[config.mk]
export PLATFORM = sky130hd
export DESIGN_NAME = ptz_frame_parser
export DESIGN_NICKNAME = d
export VERILOG_FILES = /design/src/rtl/ptz_frame_pkg.sv /design/src/rtl/ptz_frame_ctrl.sv /design/src/rtl/ptz_frame_dp.sv /design/src/rtl/ptz_frame_parser.sv
export SDC_FILE = /design/constraint.sdc
export NUM_CORES = 1
export LEC_CHECK = 0
export CAP_MARGIN = 20
export CORE_ASPECT_RATIO = 0.6
export CORE_MARGIN = 1
export CORE_UTILIZATION = 62
export DETAILED_ROUTE_END_ITERATION = 7
export MAX_ROUTING_LAYER = met4
export PLACE_DENSITY = 0.85
export SETUP_SLACK_MARGIN = 0.15
export SYNTH_ARGS = -nofsm -noshare
export SYNTH_HDL_FRONTEND = slang
export SYNTH_HIERARCHICAL = 1
export SYNTH_SLANG_ARGS = --single-unit
[constraint.sdc]
create_clock -name clk -period 5.9 [get_ports clk]
set_input_delay 1.18 -clock clk [delete_from_list [all_inputs] [get_ports clk]]
set_output_delay 1.18 -clock clk [all_outputs]
set_load 0.01 [all_outputs]
[src/rtl/ptz_frame_pkg.sv]
package ptz_frame_pkg;

  localparam int IDX_W = 8;
  localparam int LEN_W = 7;

  typedef enum logic [2:0] {
    PH_HUNT,
    PH_START,
    PH_DATA,
    PH_PAR,
    PH_END
  } phase_t;

  typedef struct packed {
    logic             preShift;
    logic             preClear;
    logic             dataShift;
    logic             frameStart;
    logic             byteDone;
    logic             isLast;
    logic [IDX_W-1:0] byteIdx;
    logic             commit;
    logic             framingErr;
  } ctrl_t;

endpackage

[src/rtl/ptz_frame_ctrl.sv]
module ptz_frame_ctrl
  import ptz_frame_pkg::*;
#(
  parameter int DATA_W = 8
) (
  input  logic             clk,
  input  logic             rst_n,
  input  logic             bitValid,
  input  logic             bitIn,
  input  logic             preHit,
  input  logic [LEN_W-1:0] curLen,
  input  logic [LEN_W-1:0] lenReg,
  output ctrl_t            ctl
);

  localparam int CNT_W = $clog2(DATA_W);

  phase_t           phase, phaseNext;
  logic [CNT_W-1:0] bitCnt, bitCntNext;
  logic [IDX_W-1:0] byteCnt, byteCntNext;
  logic             endDue, lastChar;

  assign endDue   = (byteCnt != '0) && (byteCnt == ({1'b0, lenReg} + IDX_W'(1)));
  assign lastChar = (byteCnt != '0) && (byteCnt == {1'b0, lenReg});

  always_comb begin
    ctl         = '0;
    phaseNext   = phase;
    bitCntNext  = bitCnt;
    byteCntNext = byteCnt;
    if (bitValid) begin
      unique case (phase)
        PH_HUNT: begin
          ctl.preShift = 1'b1;
          if (preHit) begin
            ctl.frameStart = 1'b1;
            ctl.preClear   = 1'b1;
            byteCntNext    = '0;
            phaseNext      = PH_START;
          end
        end
        PH_START: begin
          if (endDue) begin
            if (bitIn) begin
              ctl.framingErr = 1'b1;
              ctl.preClear   = 1'b1;
              phaseNext      = PH_HUNT;
            end else begin
              phaseNext = PH_END;
            end
          end else if (bitIn) begin
            bitCntNext = '0;
            phaseNext  = PH_DATA;
          end else begin
            ctl.framingErr = 1'b1;
            ctl.preClear   = 1'b1;
            phaseNext      = PH_HUNT;
          end
        end
        PH_DATA: begin
          ctl.dataShift = 1'b1;
          bitCntNext    = bitCnt + CNT_W'(1);
          if (bitCnt == CNT_W'(DATA_W - 1)) phaseNext = PH_PAR;
        end
        PH_PAR: begin
          ctl.byteDone = 1'b1;
          ctl.byteIdx  = byteCnt;
          ctl.isLast   = lastChar;
          if ((byteCnt == '0) && (curLen == '0)) begin
            ctl.framingErr = 1'b1;
            ctl.preClear   = 1'b1;
            phaseNext      = PH_HUNT;
          end else begin
            byteCntNext = byteCnt + IDX_W'(1);
            phaseNext   = PH_START;
          end
        end
        PH_END: begin
          ctl.preClear = 1'b1;
          if (bitIn) ctl.commit = 1'b1;
          else       ctl.framingErr = 1'b1;
          phaseNext = PH_HUNT;
        end
        default: phaseNext = PH_HUNT;
      endcase
    end
  end

  always_ff @(posedge clk) begin
    if (!rst_n) begin
      phase   <= PH_HUNT;
      bitCnt  <= '0;
      byteCnt <= '0;
    end else begin
      phase   <= phaseNext;
      bitCnt  <= bitCntNext;
      byteCnt <= byteCntNext;
    end
  end

  // no strobe, no movement of the decoder phase
  a_r9_idle_freeze: assert property (@(posedge clk) disable iff (!rst_n)
    !bitValid |=> $stable(phase));

  // every framing fault lands the decoder back in preamble hunting
  a_r8_fault_to_hunt: assert property (@(posedge clk) disable iff (!rst_n)
    ctl.framingErr |=> (phase == PH_HUNT));

endmodule

[src/rtl/ptz_frame_dp.sv]
module ptz_frame_dp
  import ptz_frame_pkg::*;
#(
  parameter int          DATA_W   = 8,
  parameter int          ARG_N    = 3,
  parameter logic [7:0]  PREAMBLE = 8'hFB
) (
  input  logic                    clk,
  input  logic                    rst_n,
  input  logic                    bitIn,
  input  ctrl_t                   ctl,
  output logic                    preHit,
  output logic [LEN_W-1:0]        curLen,
  output logic [LEN_W-1:0]        lenReg,
  output logic [2*DATA_W-1:0]     camAddr,
  output logic [DATA_W-1:0]       opcode,
  output logic [ARG_N*DATA_W-1:0] argBytes,
  output logic                    frameValid,
  output logic                    checksumOk,
  output logic                    parityError,
  output logic                    framingError,
  output logic                    checksumError
);

  localparam int FIELD_N = 3 + ARG_N;

  logic [DATA_W-1:0]              preSr;
  logic [DATA_W-1:0]              dataSr;
  logic [LEN_W-1:0]               sumAcc;
  logic                           cksGood;
  logic [FIELD_N-1:0][DATA_W-1:0] stage;
  logic [FIELD_N-1:0][DATA_W-1:0] held;

  assign preHit = ({preSr[DATA_W-2:0], bitIn} == PREAMBLE);
  assign curLen = dataSr[LEN_W-1:0];

  // preamble window and character shifter
  always_ff @(posedge clk) begin
    if (!rst_n) begin
      preSr  <= '0;
      dataSr <= '0;
    end else begin
      if (ctl.preClear)      preSr <= '0;
      else if (ctl.preShift) preSr <= {preSr[DATA_W-2:0], bitIn};
      if (ctl.dataShift)     dataSr <= {bitIn, dataSr[DATA_W-1:1]};
    end
  end

  // length, running sum, checksum verdict and field staging
  always_ff @(posedge clk) begin
    if (!rst_n) begin
      lenReg  <= '0;
      sumAcc  <= '0;
      cksGood <= 1'b0;
      stage   <= '0;
    end else if (ctl.frameStart) begin
      lenReg  <= '0;
      sumAcc  <= '0;
      cksGood <= 1'b0;
      stage   <= '0;
    end else if (ctl.byteDone) begin
      if (ctl.byteIdx == '0) lenReg <= dataSr[LEN_W-1:0];
      if (ctl.isLast) begin
        cksGood <= (dataSr == DATA_W'(sumAcc));
      end else begin
        sumAcc <= sumAcc + dataSr[LEN_W-1:0];
        for (int k = 0; k < FIELD_N; k++) begin
          if (ctl.byteIdx == IDX_W'(k + 1)) stage[k] <= dataSr;
        end
      end
    end
  end

  // result registers and pulses
  always_ff @(posedge clk) begin
    if (!rst_n) begin
      held          <= '0;
      checksumOk    <= 1'b0;
      frameValid    <= 1'b0;
      parityError   <= 1'b0;
      framingError  <= 1'b0;
      checksumError <= 1'b0;
    end else begin
      frameValid    <= ctl.commit;
      framingError  <= ctl.framingErr;
      parityError   <= ctl.byteDone && !(^{dataSr, bitIn});
      checksumError <= ctl.commit && !cksGood;
      if (ctl.commit) begin
        held       <= stage;
        checksumOk <= cksGood;
      end
    end
  end

  assign camAddr = {held[1], held[0]};
  assign opcode  = held[2];

  for (genvar j = 0; j < ARG_N; j++) begin : g_arg
    assign argBytes[j*DATA_W +: DATA_W] = held[3 + j];
  end

  // result fields move only in the frame-complete cycle
  a_r7_fields_hold: assert property (@(posedge clk) disable iff (!rst_n)
    !frameValid |-> $stable({camAddr, opcode, argBytes, checksumOk}));

  // a checksum fault is reported only on a completed, failing frame
  a_r6_cks_err_pairing: assert property (@(posedge clk) disable iff (!rst_n)
    checksumError |-> (frameValid && !checksumOk));

  // completion and framing fault never coincide
  a_r7_done_not_fault: assert property (@(posedge clk) disable iff (!rst_n)
    frameValid |-> !framingError);

endmodule

[src/rtl/ptz_frame_parser.sv]
module ptz_frame_parser
  import ptz_frame_pkg::*;
#(
  parameter int         DATA_W   = 8,
  parameter int         ARG_N    = 3,
  parameter logic [7:0] PREAMBLE = 8'hFB
) (
  input  logic                    clk,
  input  logic                    rst_n,
  input  logic                    bitValid,
  input  logic                    bitIn,
  output logic [2*DATA_W-1:0]     camAddr,
  output logic [DATA_W-1:0]       opcode,
  output logic [ARG_N*DATA_W-1:0] argBytes,
  output logic                    frameValid,
  output logic                    checksumOk,
  output logic                    parityError,
  output logic                    framingError,
  output logic                    checksumError
);

  ctrl_t            ctl;
  logic             preHit;
  logic [LEN_W-1:0] curLen;
  logic [LEN_W-1:0] lenReg;

  ptz_frame_ctrl #(.DATA_W(DATA_W)) u_ctrl (
    .clk     (clk),
    .rst_n   (rst_n),
    .bitValid(bitValid),
    .bitIn   (bitIn),
    .preHit  (preHit),
    .curLen  (curLen),
    .lenReg  (lenReg),
    .ctl     (ctl)
  );

  ptz_frame_dp #(.DATA_W(DATA_W), .ARG_N(ARG_N), .PREAMBLE(PREAMBLE)) u_dp (
    .clk          (clk),
    .rst_n        (rst_n),
    .bitIn        (bitIn),
    .ctl          (ctl),
    .preHit       (preHit),
    .curLen       (curLen),
    .lenReg       (lenReg),
    .camAddr      (camAddr),
    .opcode       (opcode),
    .argBytes     (argBytes),
    .frameValid   (frameValid),
    .checksumOk   (checksumOk),
    .parityError  (parityError),
    .framingError (framingError),
    .checksumError(checksumError)
  );

  // pulses only follow an accepted bit
  a_r1_pulse_after_bit: assert property (@(posedge clk) disable iff (!rst_n)
    (frameValid || framingError) |-> $past(bitValid));

endmodule

==> results of run 1 <==
==> cells in the mapped netlist, types with 6 or more instances <==
cell type	instances	area share [%]
a21oi_1	30	2.3
and2_1	9	0.85
buf_2	10	0.75
buf_4	10	1.1
buf_6	6	1.0
clkbuf_1	17	0.96
dfxtp_1	145	44
ha_1	13	2.5
inv_1	10	0.57
mux2i_1	108	16
nand2_1	55	3.1
nand2b_1	7	0.66
nand3_1	12	0.91
nand4_1	7	0.66
nor2_1	70	4.0
nor2b_1	60	5.7
nor3_1	7	0.53
nor4_1	10	0.94
o21ai_0	8	0.60
xnor2_1	24	3.2
==> worst max-delay path, stage by stage <==
cell and delay (ps):
clkdlybuf4s50_1 680, nand2_1 230, nor3_1 190, buf_4 200, nand4_1 100, nor3_1 420
nand2b_1 480, nor3b_4 110, and3b_1 350, mux2i_1 270, nor2_1 70
==> per-layer routing <==
layer | global-route usage [%] | vias up | wire [um]
li1 | - | 2394 | -
met1 | 38.7 | 2382 | 7370
met2 | 45.9 | 184 | 6870
met3 | 6.04 | 21 | 836
met4 | 9.78 | 0 | 170
met5 | - | - | 0
==> flip-flops by register name, summed over array words and instances, names as in the netlist, 3 cells and up <==
name            count
u_dp/lenReg         7
u_dp/camAddr       16
u_ctrl/byteCnt      8
u_dp/argBytes      24
u_dp/preSr          7
u_dp/dataSr         8
u_ctrl/phase        3
u_dp/sumAcc         7
u_dp/stage         48
u_dp/opcode         8
u_ctrl/bitCnt       3
==> layout by cell type, fill, tap and decap left out, types with 3 or more instances in the layout <==
master           Yosys  final
clkdlybuf4s50_1      0     55
clkbuf_16            0     17
nor4_1              10     10
o21ai_0              8      8
nand3_1             12     12
dfxtp_1            145    145
xor2_1               5      5
nor3_1               7      7
ha_1                13     13
o21a_1               3      3
nor2b_1             60     60
nor3b_1              3      3
clkinv_4             0      5
mux2i_1            108    108
nand4_1              7      7
a21oi_1             30     30
inv_6                0      4
nand2b_1             7      6
nand2_1             55     55
inv_1               10     10
xnor2_1             24     24
nor2_1              70     70
and2_1               9      9
and3_1               5      5
==> per-stage QoR <==
stage	instances	setup WS (ps)	cell area [um^2]	util, %	power (mW)
after floorplan	685	2400	6630	-	1.02
after global placement	829	1770	7050	69.6	1.03
after detailed placement	830	1570	7080	69.9	1.03
after CTS	862	1940	7630	75.4	2.03
after global routing	866	1580	7670	75.7	2.07
final	866	1870	7670	75.7	2.02
==> final cells by class <==
cell class | count | area, um^2 | share of cell area, %
inverters | 11 | 41.3 | 0.539
multi-input cells | 480 | 3360 | 43.9
repair buffers | 63 | 633 | 8.26
flip-flops and latches | 145 | 2900 | 37.9
well taps | 135 | 169 | 2.20
clock inverters | 14 | 126 | 1.65
clock buffers | 18 | 429 | 5.60
==> power groups by stage <==
stage / registers [mW] / clock network, mW / logic [mW]
3_3_place_gp: 1.00 / 0 / 0.0295
2_1_floorplan: 1.00 / 0 / 0.0229
5_1_grt: 0.980 / 1.06 / 0.0358
6_report: 0.980 / 1.00 / 0.0333
4_1_cts: 0.980 / 1.01 / 0.0329
3_5_place_dp: 1.00 / 0 / 0.0327
==> kinds of logic after synthesis <==
| kind of cell | Yosys count |
|---|---|
| xor+xnor | 29 |
| compound gates | 60 |
| mux | 109 |
| flops | 145 |
| fa+ha+maj | 14 |
| simple gates | 268 |
| buf+inv | 60 |
==> worst min-delay path by stage <==
stage / startpoint / endpoint / depth (start not counted)
6_report: u_dp/stage[35] / u_dp/stage[35] / 2
5_1_grt: u_dp/stage[36] / u_dp/stage[36] / 2
4_1_cts: u_dp/stage[35] / u_dp/stage[35] / 2
3_5_place_dp: u_dp/stage[5] / u_dp/stage[5] / 2
3_3_place_gp: u_dp/stage[7] / u_dp/stage[7] / 2
2_1_floorplan: u_dp/cksGood / u_dp/checksumError / 1
==> qor.csv, run 1 <==
metric,value,unit
filler instances,675,
YS warnings,6,
Worst Tran Pin Value,1060,ps
status,"finished, final reports clean",
Logic pwr share,1.6,%
leakage power,2.77,nW
Die Span X,136,um
post-CTS sizing,0,
"EDFF count, synth",0,
Fin. Hold Viols,0,
post-CTS setup buffer count,0,
GPL Wtd Cong,0.908,
Synth Area in Simple Gates,21.7,%
maximum root-to-sink buffer count,2,
Die Ht,82.1,um
post-route ant nets,0,
Max Clock Freq,0.248,GHz
fin. max-slew vios,0,
final setup fails,0,
Critical Path End Type,register,
Rel. slew slack,29.4,%
flop-to-flop setup slack,2710,ps
clock slew at reported path FFs,60,ps
Tcrit/Tclk final,68.2,%
crit path max fanout,12,
"flops & latches, synth",145,
CTS Buf Count,17,
combinational family with the most area after synthesis,simple AND/OR/NAND/NOR gates,
R2R cell count,10,
final wirelength,15200,um
ys flop type,dfxtp_1,
fraction of layout cells with a size suffix above 1,7.93,%
Vias,4981,
post-synthesis area per instance,9.68,um^2
Initial DRC Count,388,
PwrDens,263,nW/um^2
DRT Pass-1 Iters,6,
HP Class,reg -> reg,
die area,11100,um^2
CTS tree,built,
Reg power frac,48.6,%
largest net degree at the start of global routing,71,
total gr overflow,0,
wire per inst,17.6,um
H-Tree Depth,4,
FF-to-FF Start,u_ctrl/phase[1],
DRC,0,
Yosys cell types,61,
async set-or-reset flop fraction in the synthesized netlist,0,%
Starting Density,65.5,%
Clock Sinks,145,
Fin Hold WS,460,ps
Internal Power,1.54,mW
CP Data Required Time,6170,ps
r2r endpoint,u_dp/stage[27],
antenna violations before repair,0,
Setup TNS Final,0,ps
NetSw,474,uW
Post-CTS Hold Buffers,0,
IO Pins,57,
clock root buffer,clkbuf_16,
vias in the first global route,4716,
worst skew pair latency,420,ps
multiplexer area fraction after synthesis,16.5,%
switching share of power,23.5,%
number of port buffers,56,
Worst setup endpoint,u_dp/stage[27],
"Net count, final",736,
critical path type,in -> reg,
Worst Setup SP,bitValid,
synthesized-area fraction occupied by xor and xnor cells,3.83,%
Clk pwr share,49.8,%
vias per inst,5.75,
maximum vdd ir drop,0.000221,V
core area,10100,um^2
worst clock skew,7.88,ps
post-route minimum period,4030,ps
Post-Synthesis Cells,685,
DP HPWL,9760,um
RSZ-0062 raised after global routing,no,
Synth Cell Area,6630,um^2
adder-cell area share of the yosys netlist,2.75,%
antenna cells,0,
total of max-cap violations,0,
register area share after synthesis,43.8,%
CP Launch Type,input port,
first-pass GRT wire length,24100,um
row cnt,28,
Layout area overhead,15.6,%
Synth Net Count,703,
Synth Area in Compound Gates,5.90,%
total track usage,29.5,%
CP arrival,4300,ps
No activity file was read; power rests on OpenSTA's default activity.
==> run 2, diff against run 1 <==
- CORE_UTILIZATION: 62 -> 52
- PLACE_DENSITY: 0.85 -> 0.76
- clock period: 5.9 -> 3.6 ns (I/O delays scaled with it)
==> run 2 against run 1 <==
  * Sequential share of layout area fell by 0.49 points
  * Wire length fell by 2.9%
  * Highest routed layer unchanged
  * Core utilization fell by 12 points
  * Critical path depth rose by 1
  * Largest power group unchanged
  * Critical path type is now reg -> reg
  * Total power rose by 66%
  * Non-clock buffer count rose by 7
  * Die area rose by 19%
  * First-iteration DRC count rose by 6.4%
==> qor.csv, run 2 (synthesis results as in run 1) <==
metric,value,unit
DR top layer,met4,
clock root buffer,clkbuf_16,
post-route ant nets,0,
Initial DRC Count,413,
final setup fails,0,
status,"finished, final reports clean",
crit path max fanout,9,
final wirelength,14800,um
CP peak stage delay,490,ps
Critical Path End Type,register,
DP HPWL,9890,um
Setup TNS Final,0,ps
H-Tree Depth,4,
largest net degree at the start of global routing,64,
maximum vdd ir drop,0.000328,V
GPL Wtd Cong,0.901,
first-pass GRT wire length,24300,um
leakage power,2.80,nW
antenna violations before repair,0,
WL met3,843,um
max FFs per register,48,
number of port buffers,56,
total gr overflow,0,
final non-filler cell area,7770,um^2
Die Span X,148,um
DRC,0,
DRT Pass-1 Iters,5,
CP Launch Type,register,
die area,13200,um^2
vias in the first global route,4637,
Top reg by flops,u_dp/stage,
Worst Tran Pin Value,802,ps
CP arrival,3310,ps
fin. max-slew vios,0,
post-route minimum period,3010,ps
CTS tree,built,
Rel. slew slack,46.4,%
most frequent cells in the layout,"dfxtp_1 (145), mux2i_1 (108), nor2_1 (70)",
Post-CTS Hold Buffers,0,
Tcrit/Tclk final,83.5,%
flop-to-flop setup slack,590,ps
HP Class,reg -> reg,
RSZ-0062 raised after global routing,no,
total track usage,24.6,%
M1 wire length,7560,um
Vias,4927,
CTS Buf Count,17,
worst skew pair latency,420,ps
Layout area overhead,17.1,%
post-CTS sizing,0,
Fin. Hold Viols,0,
filler instances,994,
CP cell instances,ha_1 > xor2_1 > a32oi_1 > o21ai_0 > o2111ai_2 > inv_1 > ha_1 > a21oi_1 > nor3_1 > o21a_1 > nand2b_1 > nor2_1,
CP max-delay cell,dfxtp_1,
total of max-cap violations,0,
"commonest non-fill, non-tap cell in the layout",dfxtp_1,
core area,12300,um^2
CP Data Required Time,3900,ps
vias per inst,5.46,
clock slew at reported path FFs,70,ps
maximum root-to-sink buffer count,2,
Clock Sinks,145,
critical path type,reg -> reg,
Die Ht,89.5,um
fraction of layout cells with a size suffix above 1,8.94,%
Max Clock Freq,0.333,GHz
Placed Instance Area,7200,um^2
Most Frequent Cell on Critical Path,ha_1,
IO Pins,57,
PwrDens,430,nW/um^2
"Net count, final",743,
antenna cells,0,
Starting Density,54.1,%
worst clock skew,10.1,ps
row cnt,31,
met2 WL,6260,um
post-CTS setup buffer count,0,
wire per inst,16.4,um
[run 2: cell types whose count changed in the layout (fill, tap and decap cells not counted), sizes merged]
cell	delta
clkinvlp	+2
clkinv	-5
clkbuf	-1
inv	+2
buf	+9
[run 2: path summary, 6_finish.rpt]
path                                      from             end  depth (start not counted)
worst max register to register  u_dp/lenReg[1]   u_dp/preSr[3]                         12
worst min-delay path            u_dp/stage[34]  u_dp/stage[34]                          2
worst min register to register  u_dp/stage[34]  u_dp/stage[34]                          2
worst max-delay path            u_dp/lenReg[1]   u_dp/preSr[3]                         12
[run 2: power by group]
part           leakage, nW  internal [mW]  switching, mW
clock                0.267          0.940          0.741
combinational         1.37         0.0210         0.0342
sequential            1.17           1.61        0.00115
[run 2: metrics by stage]
step / utilization, % / hold WS, ps / instances / power, mW / setup slack (ps)
after global placement: 58.7 / 438 / 871 / 1.70 / 422
after floorplan: - / 414 / 685 / 1.68 / 556
after detailed placement: 58.7 / 446 / 871 / 1.70 / 284
final: 63.4 / 455 / 903 / 3.34 / 594
after global routing: 63.4 / 478 / 903 / 3.45 / 375
after CTS: 63.4 / 454 / 903 / 3.36 / 622
[run 2: routing by layer]
layer | up-vias | global-route usage [%]
li1 | 2423 | -
met1 | 2356 | 34.0
met2 | 134 | 36.1
met3 | 14 | 4.74
met4 | 0 | 7.97
met5 | - | -
[run 2: worst max-delay path, delay by kind of cell, from the launching register on]
kind / cells / cell delay (ps)
AOI/OAI and AO/OA: 5 / 900
xor gates and xnor gates: 1 / 110
adders and majority gates: 2 / 720
buffers and inverters: 1 / 90
DFF: 1 / 490
and+or+nand+nor: 3 / 580
[run 2: final cells by class]
cell class	count	area [um^2]	area share, %
clock inverter	13	114	1.47
inverter	11	41.3	0.532
sequential	145	2900	37.4
tap	165	206	2.66
multi-input combinational	480	3360	43.3
clock buffer	19	453	5.83
timing repair buffer	70	686	8.83
